File: src/rtl/cfg_cmd_pkg.sv
`timescale 1ns/1ps
package cfg_cmd_pkg;

  localparam int WORD_W    = 32;
  localparam int ADDR_W    = 16;
  localparam int NUM_SLOTS = 4;
  localparam int SLOT_W    = $clog2(NUM_SLOTS);

  localparam logic [ADDR_W-1:0] ADDR_TUNE   = 16'h0102;
  localparam logic [ADDR_W-1:0] ADDR_CIC    = 16'h0200;
  localparam logic [ADDR_W-1:0] ADDR_FFT    = 16'h0300;
  localparam logic [ADDR_W-1:0] ADDR_DET    = 16'h0400;
  localparam logic [ADDR_W-1:0] ADDR_FINISH = 16'hFFFF;

  typedef enum logic [SLOT_W-1:0] {
    SLOT_TUNE = 2'd0,
    SLOT_CIC  = 2'd1,
    SLOT_FFT  = 2'd2,
    SLOT_DET  = 2'd3
  } slot_e;

  typedef struct packed {
    logic  hit;
    slot_e slot;
  } target_t;

  function automatic target_t decode_addr(input logic [ADDR_W-1:0] a);
    target_t t;
    t.hit  = 1'b1;
    t.slot = SLOT_TUNE;
    case (a)
      ADDR_TUNE: t.slot = SLOT_TUNE;
      ADDR_CIC:  t.slot = SLOT_CIC;
      ADDR_FFT:  t.slot = SLOT_FFT;
      ADDR_DET:  t.slot = SLOT_DET;
      default:   t.hit  = 1'b0;
    endcase
    return t;
  endfunction

endpackage

File: src/rtl/cfg_slot_seq.sv
`timescale 1ns/1ps
module cfg_slot_seq
  import cfg_cmd_pkg::*;
#(
  parameter int WIDTH = WORD_W
) (
  input  logic              clk,
  input  logic              rst_n,
  input  logic              acc,
  input  logic [WIDTH-1:0]  word,
  output logic              param_phase,
  output logic              wr_en,
  output logic [SLOT_W-1:0] wr_slot,
  output logic              commit
);

  target_t tgt_q;
  target_t tgt_d;
  logic    is_finish;

  assign tgt_d     = decode_addr(word[ADDR_W-1:0]);
  assign is_finish = (word[ADDR_W-1:0] == ADDR_FINISH);

  always_ff @(posedge clk or negedge rst_n) begin
    if (!rst_n) begin
      param_phase <= 1'b0;
      tgt_q       <= '0;
    end else if (acc) begin
      if (param_phase) begin
        param_phase <= 1'b0;
      end else if (!is_finish) begin
        param_phase <= 1'b1;
        tgt_q       <= tgt_d;
      end
    end
  end

  assign wr_en   = acc & param_phase & tgt_q.hit;
  assign wr_slot = tgt_q.slot;
  assign commit  = acc & ~param_phase & is_finish;

endmodule

File: src/rtl/cfg_shadow_bank.sv
`timescale 1ns/1ps
module cfg_shadow_bank #(
  parameter int NUM   = 4,
  parameter int WIDTH = 32,
  localparam int SW   = $clog2(NUM)
) (
  input  logic                      clk,
  input  logic                      rst_n,
  input  logic                      wr_en,
  input  logic [SW-1:0]             wr_slot,
  input  logic [WIDTH-1:0]          wr_data,
  output logic [NUM-1:0][WIDTH-1:0] shadow
);

  for (genvar g = 0; g < NUM; g++) begin : g_slot
    always_ff @(posedge clk or negedge rst_n) begin
      if (!rst_n)
        shadow[g] <= '0;
      else if (wr_en && (wr_slot == SW'(g)))
        shadow[g] <= wr_data;
    end
  end

endmodule

File: src/rtl/cfg_active_bank.sv
`timescale 1ns/1ps
module cfg_active_bank #(
  parameter int NUM   = 4,
  parameter int WIDTH = 32
) (
  input  logic                      clk,
  input  logic                      rst_n,
  input  logic                      commit,
  input  logic [NUM-1:0][WIDTH-1:0] shadow,
  output logic [NUM-1:0][WIDTH-1:0] active,
  output logic                      strobe
);

  for (genvar g = 0; g < NUM; g++) begin : g_slot
    always_ff @(posedge clk or negedge rst_n) begin
      if (!rst_n)
        active[g] <= '0;
      else if (commit)
        active[g] <= shadow[g];
    end
  end

  always_ff @(posedge clk or negedge rst_n) begin
    if (!rst_n) strobe <= 1'b0;
    else        strobe <= commit;
  end

endmodule

File: src/rtl/cfg_cmd_parser.sv
`timescale 1ns/1ps
module cfg_cmd_parser
  import cfg_cmd_pkg::*;
#(
  parameter int WIDTH = WORD_W
) (
  input  logic             clk,
  input  logic             rst_n,
  input  logic             in_valid,
  output logic             in_ready,
  input  logic [WIDTH-1:0] in_word,
  output logic [22:0]      tune_word,
  output logic [6:0]       cic_shift,
  output logic [12:0]      cic_decim,
  output logic [4:0]       bw_code,
  output logic [11:0]      fft_points,
  output logic             db_sel,
  output logic [7:0]       avg_count,
  output logic [8:0]       dec_count,
  output logic [15:0]      det_thresh,
  output logic [5:0]       dwell,
  output logic             upd_strobe
);

  logic                            acc;
  logic                            param_phase;
  logic                            wr_en;
  logic [SLOT_W-1:0]               wr_slot;
  logic                            commit;
  logic [NUM_SLOTS-1:0][WIDTH-1:0] shadow;
  logic [NUM_SLOTS-1:0][WIDTH-1:0] active;

  always_ff @(posedge clk or negedge rst_n) begin
    if (!rst_n) in_ready <= 1'b0;
    else        in_ready <= 1'b1;
  end

  assign acc = in_valid & in_ready;

  cfg_slot_seq #(.WIDTH(WIDTH)) u_seq (
    .clk(clk), .rst_n(rst_n), .acc(acc), .word(in_word),
    .param_phase(param_phase), .wr_en(wr_en), .wr_slot(wr_slot),
    .commit(commit)
  );

  cfg_shadow_bank #(.NUM(NUM_SLOTS), .WIDTH(WIDTH)) u_shadow (
    .clk(clk), .rst_n(rst_n), .wr_en(wr_en), .wr_slot(wr_slot),
    .wr_data(in_word), .shadow(shadow)
  );

  cfg_active_bank #(.NUM(NUM_SLOTS), .WIDTH(WIDTH)) u_active (
    .clk(clk), .rst_n(rst_n), .commit(commit), .shadow(shadow),
    .active(active), .strobe(upd_strobe)
  );

  // Field unpacking of the committed words
  assign tune_word  = active[int'(SLOT_TUNE)][22:0];
  assign cic_shift  = active[int'(SLOT_CIC)][24:18];
  assign cic_decim  = active[int'(SLOT_CIC)][17:5];
  assign bw_code    = active[int'(SLOT_CIC)][4:0];
  assign fft_points = active[int'(SLOT_FFT)][29:18];
  assign db_sel     = active[int'(SLOT_FFT)][17];
  assign avg_count  = active[int'(SLOT_FFT)][16:9];
  assign dec_count  = active[int'(SLOT_FFT)][8:0];
  assign det_thresh = active[int'(SLOT_DET)][15:0];
  assign dwell      = active[int'(SLOT_DET)][5:0];

endmodule

File: config.mk
export PLATFORM = sky130hd
export DESIGN_NAME = cfg_cmd_parser
export DESIGN_NICKNAME = d
export VERILOG_FILES = /design/src/rtl/cfg_cmd_pkg.sv /design/src/rtl/cfg_slot_seq.sv /design/src/rtl/cfg_shadow_bank.sv /design/src/rtl/cfg_active_bank.sv /design/src/rtl/cfg_cmd_parser.sv
export SDC_FILE = /design/constraint.sdc
export NUM_CORES = 1
export LEC_CHECK = 0
export BUFFER_PORTS_ARGS = -buffer_cell sky130_fd_sc_hd__buf_2
export CAP_MARGIN = 20
export CORE_ASPECT_RATIO = 0.5
export CORE_MARGIN = 4
export CORE_UTILIZATION = 50
export DETAILED_ROUTE_END_ITERATION = 8
export PLACE_DENSITY = 0.76
export SYNTH_ARGS = -nofsm -noshare
export SYNTH_HDL_FRONTEND = slang
export SYNTH_SLANG_ARGS = --single-unit
File: constraint.sdc
create_clock -name clk -period 1.7 [get_ports clk]
set_input_delay 0.34 -clock clk [delete_from_list [all_inputs] [get_ports clk]]
set_output_delay 0.34 -clock clk [all_outputs]
set_load 0.01 [all_outputs]
; ---- Word level (Yosys, flattened, before mapping)
; Cells that the tools add are included.
[classes]
n_eq_ne = 8
n_reduce_logical = 7
n_bitwise = 7
n_mux = 4
[ops]
columns = op, n
row1 = $eq 16x10->1 const B, 2
row2 = $eq 16x11->1 const B, 1
row3 = $eq 16x16->1 const B, 1
row4 = $eq 16x9->1 const B, 1
row5 = $pmux 2 s3, 1
row6 = $and 1x1->1, 5
row7 = $eq 2x2->1 const B, 2
row8 = $logic_and 1x1->1, 4
row9 = $reduce_or 4->1, 1
row10 = $mux 1, 3
row11 = $reduce_and 3->1, 1
row12 = $eq 2x1->1 const B, 1
row13 = $logic_not 2->1, 1
row14 = $not 1->1, 2
[word_totals]
register_bits = 194
input_bits = 35
out_inout_bits = 102
word_cells = 39

; ---- Depth between registers and ports, before layout
; Gate-level depths: netlist of run 1.
[depth]
depth_word = 4
ltp_mapped = 8
mapped_depth_nobuf = 4

; ---- Hierarchy
; Synthesis of run 1 repeated with hierarchy kept, for this count alone.
[unflattened]
hier_cells = 587
area_unflattened_um2 = 9998.3
[by_module_without_submodules]
columns = module, cells_each, instances, area_per_inst_um2
row1 = cfg_active_bank, 271, 1, 4847.1
row2 = cfg_shadow_bank, 272, 1, 4744.6
row3 = cfg_slot_seq, 35, 1, 326.6
row4 = cfg_cmd_parser, 9, 1, 80.1

; ---- Least setup slack after synthesis of run 1
; Ideal clock, no wire load.
[synth_timing]
path_kind = input to register
startpoint = in in_word[8]
endpoint = reg u_active.active[100] (netlist bit)
slack_ps = -83
stages = 8
n_path_buf = 4
setup_time_ps = 125
arrival_ps = 1657
cell_sequence = buf_4 > nand4_2 > nor4_4 > nand2b_1 > buf_2 > buf_6 > buf_6 > mux2_4
[synth_between]
elab_chain_len = 2
[synth_lines]
columns = item, line
row1 = start: declaration, cfg_cmd_parser.sv:11  ; input logic [WIDTH-1:0] in_word,
row2 = $eq 16x16->1, cfg_slot_seq.sv:22  ; assign is_finish = (word[ADDR_W-1:0] == ADDR_FINISH);
row3 = $and 1x1->1, cfg_slot_seq.sv:40  ; assign commit = acc & ~param_phase & is_finish;
row4 = end signal: indexed assignment, cfg_active_bank.sv:19  ; active[g] <= shadow[g];
row5 = end: declaration, cfg_active_bank.sv:10  ; output logic [NUM-1:0][WIDTH-1:0] active,
; Every way passes these cells.
; A chain may end at the register's enable or synchronous reset.

; ---- Worst setup path in the final report of run 1
[layout_timing]
startpoint = reg u_seq.param_phase
endpoint = reg u_shadow.shadow[5] (netlist bit)
[layout_between]
elab_chain_len = 3
[layout_lines]
columns = item, line
row1 = start: declaration, cfg_slot_seq.sv:11  ; output logic param_phase,
row2 = start signal: assignment, cfg_slot_seq.sv:26  ; param_phase <= 1'b0;
row3 = start signal: assignment, cfg_slot_seq.sv:30  ; param_phase <= 1'b0;
row4 = start signal: assignment, cfg_slot_seq.sv:32  ; param_phase <= 1'b1;
row5 = $and 1x1->1 (2 in a row), cfg_slot_seq.sv:38  ; assign wr_en = acc & param_phase & tgt_q.hit;
row6 = $logic_and 1x1->1, cfg_shadow_bank.sv:19  ; else if (wr_en && (wr_slot == SW'(g)))
row7 = end signal: indexed assignment, cfg_shadow_bank.sv:20  ; shadow[g] <= wr_data;
row8 = end: declaration, cfg_shadow_bank.sv:12  ; output logic [NUM-1:0][WIDTH-1:0] shadow
; Every way passes these cells.

==> results of run 1 <==
==> per-stage QoR <==
| step | TNS [ns] | cells | hold WS (ns) | power [mW] | setup slack, ns |
|---|---|---|---|---|---|
| 3_3_place_gp | -16.11 | 790 | 0.279 | 4.97 | -0.189 |
| 3_5_place_dp | -16.82 | 790 | 0.279 | 4.98 | -0.201 |
| 2_1_floorplan | -0.217 | 449 | 0.0444 | 4.75 | -0.00491 |
| 5_1_grt | -0.0209 | 823 | 0.126 | 9.12 | -0.00671 |
| 6_report | 0 | 823 | 0.145 | 8.80 | 0.0724 |
| 4_1_cts | 0 | 823 | 0.120 | 8.90 | 0.0760 |
==> cells in the final DEF, fill, tap and decap left out, drive strengths merged <==
| cell type | synthesis | final |
|---|---|---|
| mux2 | 190 | 190 |
| nor2 | 5 | 5 |
| nand2 | 3 | 3 |
| dlygate4sd3 | 0 | 1 |
| nor3 | 1 | 1 |
| nor4 | 5 | 5 |
| xnor2 | 1 | 1 |
| a21o | 1 | 1 |
| conb | 1 | 1 |
| dfrtp | 194 | 194 |
| o31ai | 1 | 1 |
| clkinv | 0 | 6 |
| nand2b | 1 | 1 |
| or3b | 1 | 1 |
| a21oi | 3 | 3 |
| clkbuf | 2 | 19 |
| nand4 | 4 | 4 |
| clkinvlp | 0 | 1 |
| inv | 1 | 8 |
| nand3b | 1 | 1 |
| o21ai | 1 | 1 |
| and3b | 1 | 1 |
| buf | 27 | 171 |
| and4 | 1 | 1 |
| nor3b | 1 | 1 |
| or2 | 1 | 1 |
| nand3 | 2 | 2 |
==> flip-flops by register name, summed over array words and instances, names as in the netlist <==
register and flops:
u_active.active 94, u_shadow.shadow 94, u_seq.wr_slot 2, in_ready 1, u_active.strobe 1, u_seq.param_phase 1, u_seq.tgt_q 1
==> final cells by class <==
| cell class | instances | area, µm² | area share |
|---|---|---|---|
| clock buffers | 18 | 439 | 0.0469 |
| clock inverters | 14 | 143 | 0.0152 |
| inverters | 1 | 3.75 | 0.000401 |
| multi-input cells | 225 | 2580 | 0.276 |
| well taps | 198 | 248 | 0.0265 |
| flip-flops and latches | 194 | 4850 | 0.519 |
| repair buffers | 173 | 1090 | 0.116 |
==> cell families after synthesis <==
family | after synthesis | synth area share
xor+xnor | 1 | 0.00115
flops | 194 | 0.638
compound gates | 6 | 0.00460
simple gates | 27 | 0.0238
mux | 190 | 0.305
other cells | 1 | 0.000493
buf+inv | 30 | 0.0268
==> critical path, cell delays in order (launching register included) <==
cell and delay [ns]:
dfrtp_1 0.37, and4_1 0.28, nor3b_4 0.30, buf_4 0.23
mux2_2 0.34
==> power by group through the flow <==
stage          registers (mW)  logic [mW]  clock network (mW)
2_1_floorplan            4.71      0.0412                   0
3_3_place_gp             4.71       0.261                   0
3_5_place_dp             4.71       0.265                   0
4_1_cts                  4.62       0.270                4.01
5_1_grt                  4.62       0.295                4.21
6_report                 4.62       0.260                3.92
==> repair_timing <==
action                                  in CTS  in global routing
hold buffers                                 1                  0
hold endpoints to repair                    33                  0
endpoints found under the setup margin       0                  5
==> routing by layer <==
metal / wire length, µm / global-route usage / share of wire
met1: 6990 / 0.241 / 0.47
met2: 7380 / 0.302 / 0.49
met3: 509 / 0.0415 / 0.034
met4: 146 / 0.0531 / 0.0097
met5: 0 / 0 / 0
==> path summary, 6_finish.rpt <==
kind                                             end  slack (ns)  cells after the start
worst max-delay path              u_shadow.shadow[5]        0.07                      4
worst min-delay path             u_shadow.shadow[91]        0.15                      2
worst max register to register    u_shadow.shadow[5]        0.07                      4
worst min register to register  u_active.active[105]        0.49                      1
max in group asynchronous        u_shadow.shadow[50]        0.72                      3
min in group asynchronous        u_shadow.shadow[72]        0.39                      2
==> cell usage after synthesis, drive strengths merged <==
master  number  share of area
dfrtp      194           0.64
or2          1        0.00082
a21o         1        0.00099
nand3        2         0.0013
nor2         5         0.0025
nand2        3         0.0015
or3b         1         0.0012
clkbuf       2        0.00099
o31ai        1        0.00099
nor3b        1         0.0016
nand2b       1        0.00082
nand4        4         0.0041
a21oi        3         0.0020
nand3b       1        0.00099
buf         27          0.025
and3b        1         0.0012
o21ai        1        0.00066
mux2       190           0.31
nor4         5         0.0061
xnor2        1         0.0012
nor3         1        0.00066
inv          1        0.00049
conb         1        0.00049
and4         1         0.0012
==> flow_summary.toml, run 1 <==
[run_status]
status = "completed"

[worst_setup_path]
end_kind = "flip-flop"
cp.arrival_ns = 1.93
rr_startpoint = "u_seq.param_phase"
required_ns = 2.00
crit_path_start = "u_seq.param_phase"
worstSetupStartpointType = "flip-flop"
crit_fanout = 8
crit_type = "flip-flop to flip-flop"

[die]
start_util = 0.518
die_w_um = 182
io_pins = 137
core-area_mm2 = 0.0147
dieArea_mm2 = 0.0174
rows = 31
fp.dieH_um = 95.2

[drt]
via_per_inst = 5.15
wl_um = 15000
drc = 0
drtPass1Iterations = 4
drtIter0Drc = 162
detail_route.wl_per_cell_um = 18.3
via_count = 4239
antenna_left = 0

[job]
maxCapViolCount = 0

[clock_tree]
cts_tree = "built"
cts_setup_buffers = 0
htree_levels = 4
worstSkewPairLatency_ns = 0.43
cts_buffers = 17
cts_resized = 0
cts-root-buf = "clkbuf_16"
clk_pin_slew_ns = 0.08
cts.sinks = 194
clock_path_buffers = 2

[cells_and_area]
fin_util = 0.637
nets = 647
area_growth_syn_to_layout_pct = 23.0
n_fill_cell = 1088
antennaDiodeCount = 0
finalInstanceArea_mm2 = 0.00936
drive_above_1_share = 0.643

[pwr]
switching_power_mw = 2.09
pwr-share-seq = 0.525
power.internal_mw = 6.71
power.density_mw_per_mm2 = 940
clkPwrFrac = 0.445
combPwrFrac = 0.030
ir_worst_vdd_mv = 0.786
switching_share = 0.238
power_leakage_nw = 5.28

[global_route]
grt.overflow.total = 0
grt_start_max_net_pins = 52
grt_pass1_vias = 4564
track_usage = 0.181
grt_antenna_before_repair = 0
grt_pass1_wl_um = 24300

[timing]
max_clock_freq_ghz = 0.614
rsz0062_at_grt = "true"
period_minus_slack_ns = 1.63
clock_skew_ns = 0.0118
finalHoldViolCount = 0
slew_violations = 0
setup_viol = 0
finalCritPeriodShare = 0.957

[synthesis]
synth-seq-cells = 194
yosysUniqueCellTypes = 29
synth_area_per_cell_um2 = 17.0
synth_nets = 484
ys_seq_area_frac = 0.638
syn_area_mm2 = 0.00761
yosys_warnings = 0
synthCells = 449

[placement]
numPortBuffers = 134
place_hpwl_um = 10500
placed_area_mm2 = 0.00877
routabilityCongestion = 0.729

[worst_hold_path]
hold_class = "primary input to flip-flop"
hp-start = "in_word[27]"
Power figures use the tool's default switching activity.
==> run 2, diff against run 1 <==
--- a/config.mk
+++ b/config.mk
@@ -10,8 +10,10 @@
 export CORE_ASPECT_RATIO = 0.5
 export CORE_MARGIN = 4
 export CORE_UTILIZATION = 50
+export CTS_CLUSTER_SIZE = 20
 export DETAILED_ROUTE_END_ITERATION = 8
 export PLACE_DENSITY = 0.76
+export REMOVE_ABC_BUFFERS = 1
 export SYNTH_ARGS = -nofsm -noshare
 export SYNTH_HDL_FRONTEND = slang
 export SYNTH_SLANG_ARGS = --single-unit
==> constraint.sdc (replaced) <==
create_clock -name clk -period 1.7 [get_ports clk]
set_input_delay 0.085 -clock clk [delete_from_list [all_inputs] [get_ports clk]]
set_output_delay 0.085 -clock clk [all_outputs]
set_load 0.01 [all_outputs]
==> run 2 against run 1 <==
Register-to-register slack got worse by 0.02 ns. Clock power shrank 5%. Final cell count is 1.1% higher. Largest power group unchanged. Worst hold slack worse by 0.11 ns. Largest cell class unchanged. Non-clock buffer count rose by 9.
==> flow_summary.toml, run 2 (synthesized netlist as in run 1, its figures left out) <==
[timing]
setup_viol = 0
clock_skew_ns = 0.0126
rsz0062_at_grt = "true"
period_minus_slack_ns = 1.66
finalCritPeriodShare = 0.976
max_clock_freq_ghz = 0.603
slew_violations = 0
finalHoldViolCount = 0

[global_route]
grt_start_max_net_pins = 58
track_usage = 0.179
grt_antenna_before_repair = 0
grt_pass1_wl_um = 24100
grt_pass1_vias = 4435
grt.overflow.total = 0

[cells_and_area]
layout_common_cells = "dfrtp_1, mux2_2, buf_2"
fin_util = 0.643
n_fill_cell = 1095
nets = 656
drive_above_1_share = 0.612
area_growth_syn_to_layout_pct = 24.1
final_common_cell = "dfrtp_1"
antennaDiodeCount = 0

[pwr]
power.density_mw_per_mm2 = 915
clkPwrFrac = 0.433
ir_worst_vdd_mv = 0.608
switching_power_mw = 1.96
switching_share = 0.227
combPwrFrac = 0.032
power_leakage_nw = 5.28
power.internal_mw = 6.68
p_total_mw = 8.64
pwr-share-seq = 0.535

[clock_tree]
cts.sinks = 194
clk_pin_slew_ns = 0.07
cts-root-buf = "clkbuf_16"
cts_setup_buffers = 0
clock_path_buffers = 2
htree_levels = 4
cts_tree = "built"
cts_buffers = 17
worstSkewPairLatency_ns = 0.42

[worst_setup_path]
end_kind = "flip-flop"
crit_path_top_delay_cell = "dlygate4sd3_1"
max_stage_delay_ns = 0.53
required_ns = 1.99
crit_type = "primary input to flip-flop"
crit_fanout = 41
worstSetupStartpointType = "primary input"
cp.arrival_ns = 1.95
crit_buf_inv = 3
crit_path_cell_trace = "dlygate4sd3_1 -> buf_2 -> nand4_1 -> nor4_4 -> nand2b_4 -> buf_12 -> mux2_4"
critical_path.top_delay_family = "buffers and inverters"

[drt]
via_count = 4215
drtIter0Drc = 166
detail_route.wl_per_cell_um = 17.8
drtPass1Iterations = 4
wl_um = 14800
drc = 0
antenna_left = 0
via_per_inst = 5.07

[placement]
place_hpwl_um = 9950
routabilityCongestion = 0.718
numPortBuffers = 134

[die]
dieArea_mm2 = 0.0174
core-area_mm2 = 0.0147
io_pins = 137
start_util = 0.518
rows = 31
die_w_um = 182
fp.dieH_um = 95.2

[worst_hold_path]
hold_class = "primary input to flip-flop"

[job]
maxCapViolCount = 0

[run_status]
status = "completed"
run 2: path summary, 6_finish.rpt:
kind                       slack [ns]  cells after the start                   end                start
min                              0.04                      3    u_shadow.shadow[6]           in_word[6]
min in group asynchronous        0.21                      2   u_active.active[74]                rst_n
max reg2reg                      0.05                      4   u_shadow.shadow[15]    u_seq.param_phase
max in group asynchronous        0.86                      3  u_active.active[111]                rst_n
min reg2reg                      0.49                      1   u_active.active[65]  u_shadow.shadow[65]
max                              0.04                      7   u_active.active[75]          in_word[14]
run 2: area by class of cell:
cell class | count | area (µm²) | share of cell area
Clock buffer | 20 | 447 | 0.0473
Clock inverter | 12 | 100 | 0.0106
Inverter | 1 | 3.75 | 0.000397
Multi-Input combinational cell | 225 | 2580 | 0.273
Sequential cell | 194 | 4850 | 0.514
Tap cell | 198 | 248 | 0.0262
Timing Repair Buffer | 182 | 1210 | 0.128
run 2: stage by stage:
step                area (µm²)  setup TNS (ns)  hold slack [ns]  cells  worst slack (ns)
finish                    9450               0           0.0380    832            0.0410
global route              9450          -0.159           0.0359    832           -0.0199
CTS                       9440               0           0.0193    832            0.0432
detailed placement        8670               0           0.0984    778            0.0824
global placement          8670               0           0.0889    778             0.104
floorplan                 7410         -281.64           -0.211    420             -2.49
run 2: repair_timing:
action / in CTS / in global routing
endpoints found under the setup margin: 0 / 20
hold buffers: 22 / 0
resized for setup: 0 / 1
hold endpoints to repair: 104 / 0
run 2: routing by layer:
metal,up-vias,routed length (µm),global-route usage
li1,1936,-,-
met1,2210,6860,0.242
met2,60,7310,0.292
met3,9,515,0.0412
met4,0,124,0.0543
met5,-,0,0
run 2: power by group through the flow:
stage | clock (mW) | combinational (mW) | sequential (mW)
after floorplan | 0 | 0.0250 | 4.71
after global placement | 0 | 0.239 | 4.71
after detailed placement | 0 | 0.244 | 4.71
after CTS | 3.83 | 0.284 | 4.62
after global routing | 4.03 | 0.311 | 4.62
final | 3.74 | 0.275 | 4.62
run 2: tightest hold or removal path, delay by kind of cell:
family,cells,cell delay [ns]
buf+inv,2,0.21
mux,1,0.13
